`config.mk`:
```
export PLATFORM = sky130hd
export DESIGN_NAME = pred_cond_unit
export DESIGN_NICKNAME = d
export VERILOG_FILES = /design/src/rtl/pcu_pkg.sv /design/src/rtl/pcu_flag_reg.sv /design/src/rtl/pcu_ext_sync.sv /design/src/rtl/pcu_cond_eval.sv /design/src/rtl/pred_cond_unit.sv
export SDC_FILE = /design/constraint.sdc
export NUM_CORES = 1
export LEC_CHECK = 0
export BUFFER_PORTS_ARGS = -buffer_cell sky130_fd_sc_hd__buf_4
export CAP_MARGIN = 20
export CORE_AREA = 2 2 39 41
export CTS_CLUSTER_SIZE = 14
export DETAILED_ROUTE_END_ITERATION = 12
export DIE_AREA = 0 0 41 43
export PLACE_DENSITY = 0.7
export SYNTH_ARGS = -nofsm -noshare
export SYNTH_HDL_FRONTEND = slang
export SYNTH_SLANG_ARGS = --single-unit
```
`constraint.sdc`:
```
create_clock -name clk -period 2.16 [get_ports clk]
set_input_delay 0.216 -clock clk [delete_from_list [all_inputs] [get_ports clk]]
set_output_delay 0.216 -clock clk [all_outputs]
set_load 0.01 [all_outputs]
```
`src/rtl/pcu_pkg.sv`:
```
package pcu_pkg;

    localparam int SEL_W = 2;
    localparam int EXT_N = 1 << SEL_W;

    typedef enum logic [SEL_W-1:0] {
        SRC_CARRY  = 2'd0,
        SRC_SIGN   = 2'd1,
        SRC_ZERO   = 2'd2,
        SRC_ALWAYS = 2'd3
    } flag_src_e;

    typedef struct packed {
        logic             ext_mode;
        logic             invert;
        logic [SEL_W-1:0] pick;
    } cond_fld_t;

    typedef struct packed {
        logic c;
        logic s;
        logic z;
    } flags_t;

    localparam int FLD_W = $bits(cond_fld_t);

endpackage

```
`src/rtl/pcu_flag_reg.sv`:
```
module pcu_flag_reg
    import pcu_pkg::*;
#(
    parameter int RES_W = 8
) (
    input  logic             clk,
    input  logic             rst_n,
    input  logic             upd,
    input  logic [RES_W-1:0] result,
    input  logic             carry,
    output flags_t           flags
);
    localparam int MSB = RES_W - 1;

    flags_t nxt;

    always_comb begin
        nxt.c = carry;
        nxt.s = result[MSB];
        nxt.z = ~|result;
    end

    always_ff @(posedge clk or negedge rst_n) begin
        if (!rst_n) begin
            flags <= '0;
        end else if (upd) begin
            flags <= nxt;
        end
    end

    // A zero result has a clear MSB, so sign and zero are never both set
    p_zs_excl_r6: assert property (@(posedge clk) disable iff (!rst_n)
        flags.z |-> !flags.s);
    p_carry_load_r6: assert property (@(posedge clk) disable iff (!rst_n)
        upd |=> (flags.c == $past(carry)));
    p_hold_r7: assert property (@(posedge clk) disable iff (!rst_n)
        !upd |=> $stable(flags));

endmodule

```
`src/rtl/pcu_ext_sync.sv`:
```
module pcu_ext_sync #(
    parameter int N      = 4,
    parameter int STAGES = 2
) (
    input  logic         clk,
    input  logic         rst_n,
    input  logic [N-1:0] async_in,
    output logic [N-1:0] sync_out
);
    logic [N-1:0] stg [STAGES];

    always_ff @(posedge clk or negedge rst_n) begin
        if (!rst_n) stg[0] <= '0;
        else        stg[0] <= async_in;
    end

    for (genvar i = 1; i < STAGES; i++) begin : g_stage
        always_ff @(posedge clk or negedge rst_n) begin
            if (!rst_n) stg[i] <= '0;
            else        stg[i] <= stg[i-1];
        end
    end

    assign sync_out = stg[STAGES-1];

    logic [1:0] warm;
    always_ff @(posedge clk or negedge rst_n) begin
        if (!rst_n)          warm <= '0;
        else if (warm != 2'd2) warm <= warm + 2'd1;
    end

    // While reset is held the output stays clear
    always_comb begin
        if (!rst_n) p_reset_clear_r1: assert (sync_out == '0);
    end

    if (STAGES == 2) begin : g_lat_chk
        p_two_cycle_r5: assert property (@(posedge clk) disable iff (!rst_n)
            (warm == 2'd2) |-> (sync_out == $past(async_in, 2)));
    end

endmodule

```
`src/rtl/pcu_cond_eval.sv`:
```
module pcu_cond_eval
    import pcu_pkg::*;
(
    input  cond_fld_t        fld,
    input  logic             has_cond,
    input  flags_t           flags,
    input  logic [EXT_N-1:0] ext,
    output logic             cond
);
    logic picked;

    always_comb begin
        if (fld.ext_mode) begin
            picked = ext[fld.pick];
        end else begin
            unique case (flag_src_e'(fld.pick))
                SRC_CARRY:  picked = flags.c;
                SRC_SIGN:   picked = flags.s;
                SRC_ZERO:   picked = flags.z;
                SRC_ALWAYS: picked = 1'b1;
            endcase
        end
        cond = has_cond ? (picked ^ fld.invert) : 1'b1;
    end

endmodule

```
`src/rtl/pred_cond_unit.sv`:
```
module pred_cond_unit
    import pcu_pkg::*;
#(
    parameter int RES_W       = 8,
    parameter int SYNC_STAGES = 2
) (
    input  logic             clk,
    input  logic             rst_n,
    input  logic             instr_valid,
    input  logic             has_cond,
    input  logic [3:0]       cond_field,
    input  logic             sets_flags,
    input  logic [RES_W-1:0] alu_result,
    input  logic             alu_carry,
    input  logic [3:0]       ext_bits,
    output logic             cond_true,
    output logic             wb_en,
    output logic             flag_c,
    output logic             flag_s,
    output logic             flag_z
);
    cond_fld_t        fld;
    flags_t           flags;
    logic [EXT_N-1:0] ext_s;
    logic             upd;

    assign fld = cond_fld_t'(cond_field);

    pcu_ext_sync #(.N(EXT_N), .STAGES(SYNC_STAGES)) u_sync (
        .clk      (clk),
        .rst_n    (rst_n),
        .async_in (ext_bits),
        .sync_out (ext_s)
    );

    pcu_cond_eval u_eval (
        .fld      (fld),
        .has_cond (has_cond),
        .flags    (flags),
        .ext      (ext_s),
        .cond     (cond_true)
    );

    assign wb_en = instr_valid & cond_true;
    assign upd   = wb_en & sets_flags;

    pcu_flag_reg #(.RES_W(RES_W)) u_flags (
        .clk    (clk),
        .rst_n  (rst_n),
        .upd    (upd),
        .result (alu_result),
        .carry  (alu_carry),
        .flags  (flags)
    );

    assign flag_c = flags.c;
    assign flag_s = flags.s;
    assign flag_z = flags.z;

    p_always_r2: assert property (@(posedge clk) disable iff (!rst_n)
        (has_cond && cond_field == 4'b0011) |-> cond_true);
    p_never_r3: assert property (@(posedge clk) disable iff (!rst_n)
        (has_cond && cond_field == 4'b0111) |-> !cond_true);
    p_wb_gate_r8: assert property (@(posedge clk) disable iff (!rst_n)
        wb_en |-> (instr_valid && cond_true));
    p_nocond_r9: assert property (@(posedge clk) disable iff (!rst_n)
        (instr_valid && !has_cond) |-> wb_en);

endmodule

```
==> results.json <==
{
  "outcome": "finished, final reports clean",
  "globalplace.congestion": 0.7166,
  "die_h_um": 43,
  "rsz0062_at_grt": "false",
  "utilization_pct": 55.61,
  "fin_ws_ns": 0.09842,
  "pwr-share-clk_pct": 24.8,
  "num_antenna_cells": 0,
  "ys_seq_elements": 11,
  "p_int_w": 0.0003878,
  "worstSetupPathType": "flop to primary output",
  "syn_inst": 39,
  "fmax_mhz": 485.1,
  "wl_mm": 1.051,
  "yosysWarnings": 0,
  "power_switching_w": 0.0001345,
  "p_leak_nw": 0.3738,
  "cp_max_fo": 3,
  "initial_core_util_pct": 36.89,
  "ant_nets": 0,
  "drt_pass1_iterations": 4,
  "tightest_slew_ns": 0.2883,
  "synth_fp_nets": 61,
  "clk_pin_slew_ns": 0.06,
  "cts_tree": "built",
  "die_w_um": 41,
  "combPwrFrac_pct": 28.7,
  "grt_pass1_wl_mm": 1.676,
  "antenna_found_initial": 0,
  "hold_violations": 0,
  "postSynthAreaPerCell_um2": 13.09,
  "period_needed_ns": 2.062,
  "drc": 0,
  "detail_route.wl_per_cell_um": 12.08,
  "cts.htree.levels": 1,
  "drt_iter0_drc": 2,
  "arrival_ns": 1.85,
  "nets": 94,
  "coreArea_um2": 1384,
  "placed_area_um2": 725.7,
  "period_share_pct": 95.44,
  "vias": 417,
  "start_kind": "flop",
  "routed_via_density": 4.793,
  "rows": 14,
  "cts_sinks": 11,
  "grt_usage_pct": 14.68,
  "yosysSeqAreaShare_pct": 53.92,
  "synth_cell_types": 18,
  "fin_hold_ws_ns": 0.06233,
  "cp-end-kind": "primary output",
  "worst_ep_required_time_ns": 1.94,
  "grt_pass1_vias": 406,
  "hp-class": "primary input to flop",
  "cts_resized": 0,
  "synth_area_um2": 510.5,
  "final_cell_area_um2": 769.5,
  "grt_max_degree": 12,
  "ir_worst_vdd_v": 0.0004033,
  "switching_share_pct": 25.76,
  "pre_cts_slack_ns": 0.3367,
  "fin_tns_setup_ns": 0,
  "power_density_nw_per_um2": 678.8,
  "cts-root-buf": "clkbuf_4",
  "maxCapViolCount": 0,
  "clockBufferDepth": 2,
  "io_buffers": 26,
  "clock_skew_ns": 0.0008664,
  "grt_overflow": 0,
  "relSlewSlack_pct": 80.63,
  "die_area_um2": 1763,
  "boundaryPins": 27,
  "slew_viol_final": 0,
  "area_growth_pct": 50.74,
  "power_frac_seq_pct": 46.5,
  "numCtsBuffers": 3,
  "drive_above_1_share_pct": 49.30,
  "setup_viol": 0,
  "clk_latency_ns": 0.26
}
==> critical path, stage by stage (launching register included) <==
cell     delay [ns]
dfrtp_1        0.40
mux2_4         0.28
o211a_4        0.25
nor4b_4        0.29
nor2_1         0.08
and2_1         0.16
buf_4          0.14
==> final cells by class <==
class | count | area (µm²)
clock buffer | 4 | 26.28
fill | 116 | 614.3
multi-input combinational | 28 | 235.2
sequential | 11 | 275.3
tap | 16 | 20.02
timing repair buffer | 28 | 212.7
==> kinds of logic after synthesis <==
logic type                synth area share, %
muxes                                   6.862
and+or+nand+nor                         23.78
AOI/OAI and AO/OA                       13.73
xor gates and xnor gates                1.716
DFF                                     53.92
==> synthesized netlist by cell type, drive strengths merged <==
master  count  area share (%)
or2b        1             1.5
dfrtp      11              54
o22ai       1             2.5
nor4        3             3.7
nand3b      1             1.5
mux2i       2             3.9
a221o       2             3.9
nor3        1            0.98
a311o       1             2.0
nor4b       1             4.7
and2        6             7.4
mux2        1             2.9
or2         1             1.2
nor2        2             1.5
nand2       2             1.5
xor2        1             1.7
o211a       2             5.4
==> path summary, 6_finish.rpt <==
path | slack, ns | cells past startpoint | start | endpoint
worst max register to register | 0.35 | 5 | u_flags.flags[0]$_DFFE_PN0P_ | u_flags.flags[2]$_DFFE_PN0P_
max in group asynchronous | 1.69 | 2 | rst_n | u_sync.stg[5]$_DFF_PN0_
worst min register to register | 0.35 | 0 | u_sync.stg[4]$_DFF_PN0_ | u_sync.sync_out[0]$_DFF_PN0_
worst min-delay path | 0.06 | 1 | ext_bits[1] | u_sync.stg[5]$_DFF_PN0_
min in group asynchronous | 0.33 | 2 | rst_n | u_sync.sync_out[3]$_DFF_PN0_
worst max-delay path | 0.1 | 6 | u_flags.flags[0]$_DFFE_PN0P_ | wb_en
==> power by group through the flow <==
| stage | registers [W] | logic, W | clock network [W] |
|---|---|---|---|
| floorplan | 0.000249 | 0.0000633 | 0 |
| finish | 0.000243 | 0.000150 | 0.000129 |
| global placement | 0.000247 | 0.000142 | 0 |
| CTS | 0.000243 | 0.000147 | 0.000140 |
| global route | 0.000246 | 0.000164 | 0.000146 |
| detailed placement | 0.000248 | 0.000145 | 0 |
==> per-layer routing <==
layer / vias up / GRT usage (%) / share of wire (%)
met4: 0 / 10.00 / 0
met2: 12 / 21.56 / 55
met1: 195 / 19.38 / 41
met3: 0 / 1.571 / 4.1
met5: - / 0 / 0
li1: 210 / - / -
==> sequential cells by signal, summed over array words and instances, names as in the netlist <==
| register | cells |
|---|---|
| u_flags.flags | 3 |
| u_sync.stg | 4 |
| u_sync.sync_out | 4 |
==> per-stage QoR <==
step	cells	total power (W)
finish	87	0.0005223
floorplan	39	0.0003126
detailed placement	81	0.0003928
global route	87	0.0005559
global placement	81	0.0003893
CTS	86	0.0005308
==> cell usage in the layout (no fill, tap or decap) <==
cell type	synthesis	final
a221o_1	2	2
nand3b_1	1	1
o211a_1	1	1
o211a_4	1	1
o22ai_2	1	1
dfrtp_1	11	11
nor4_1	3	3
mux2i_1	2	2
and2_1	6	6
or2_2	1	1
or2b_1	1	1
nor3_1	1	1
nor4b_4	1	1
nand2_1	2	2
clkbuf_1	0	1
buf_4	0	27
clkbuf_4	0	3
nor2_1	2	2
xor2_1	1	1
a311o_1	1	1
dlygate4sd3_1	0	1
mux2_4	1	1
==> timing repair <==
action	CTS	global route
endpoints found under the hold margin	11	0
setup buffers	0	1
hold buffers	1	0
endpoints found under the setup margin	0	1
No activity file was read; power rests on OpenSTA's default activity.
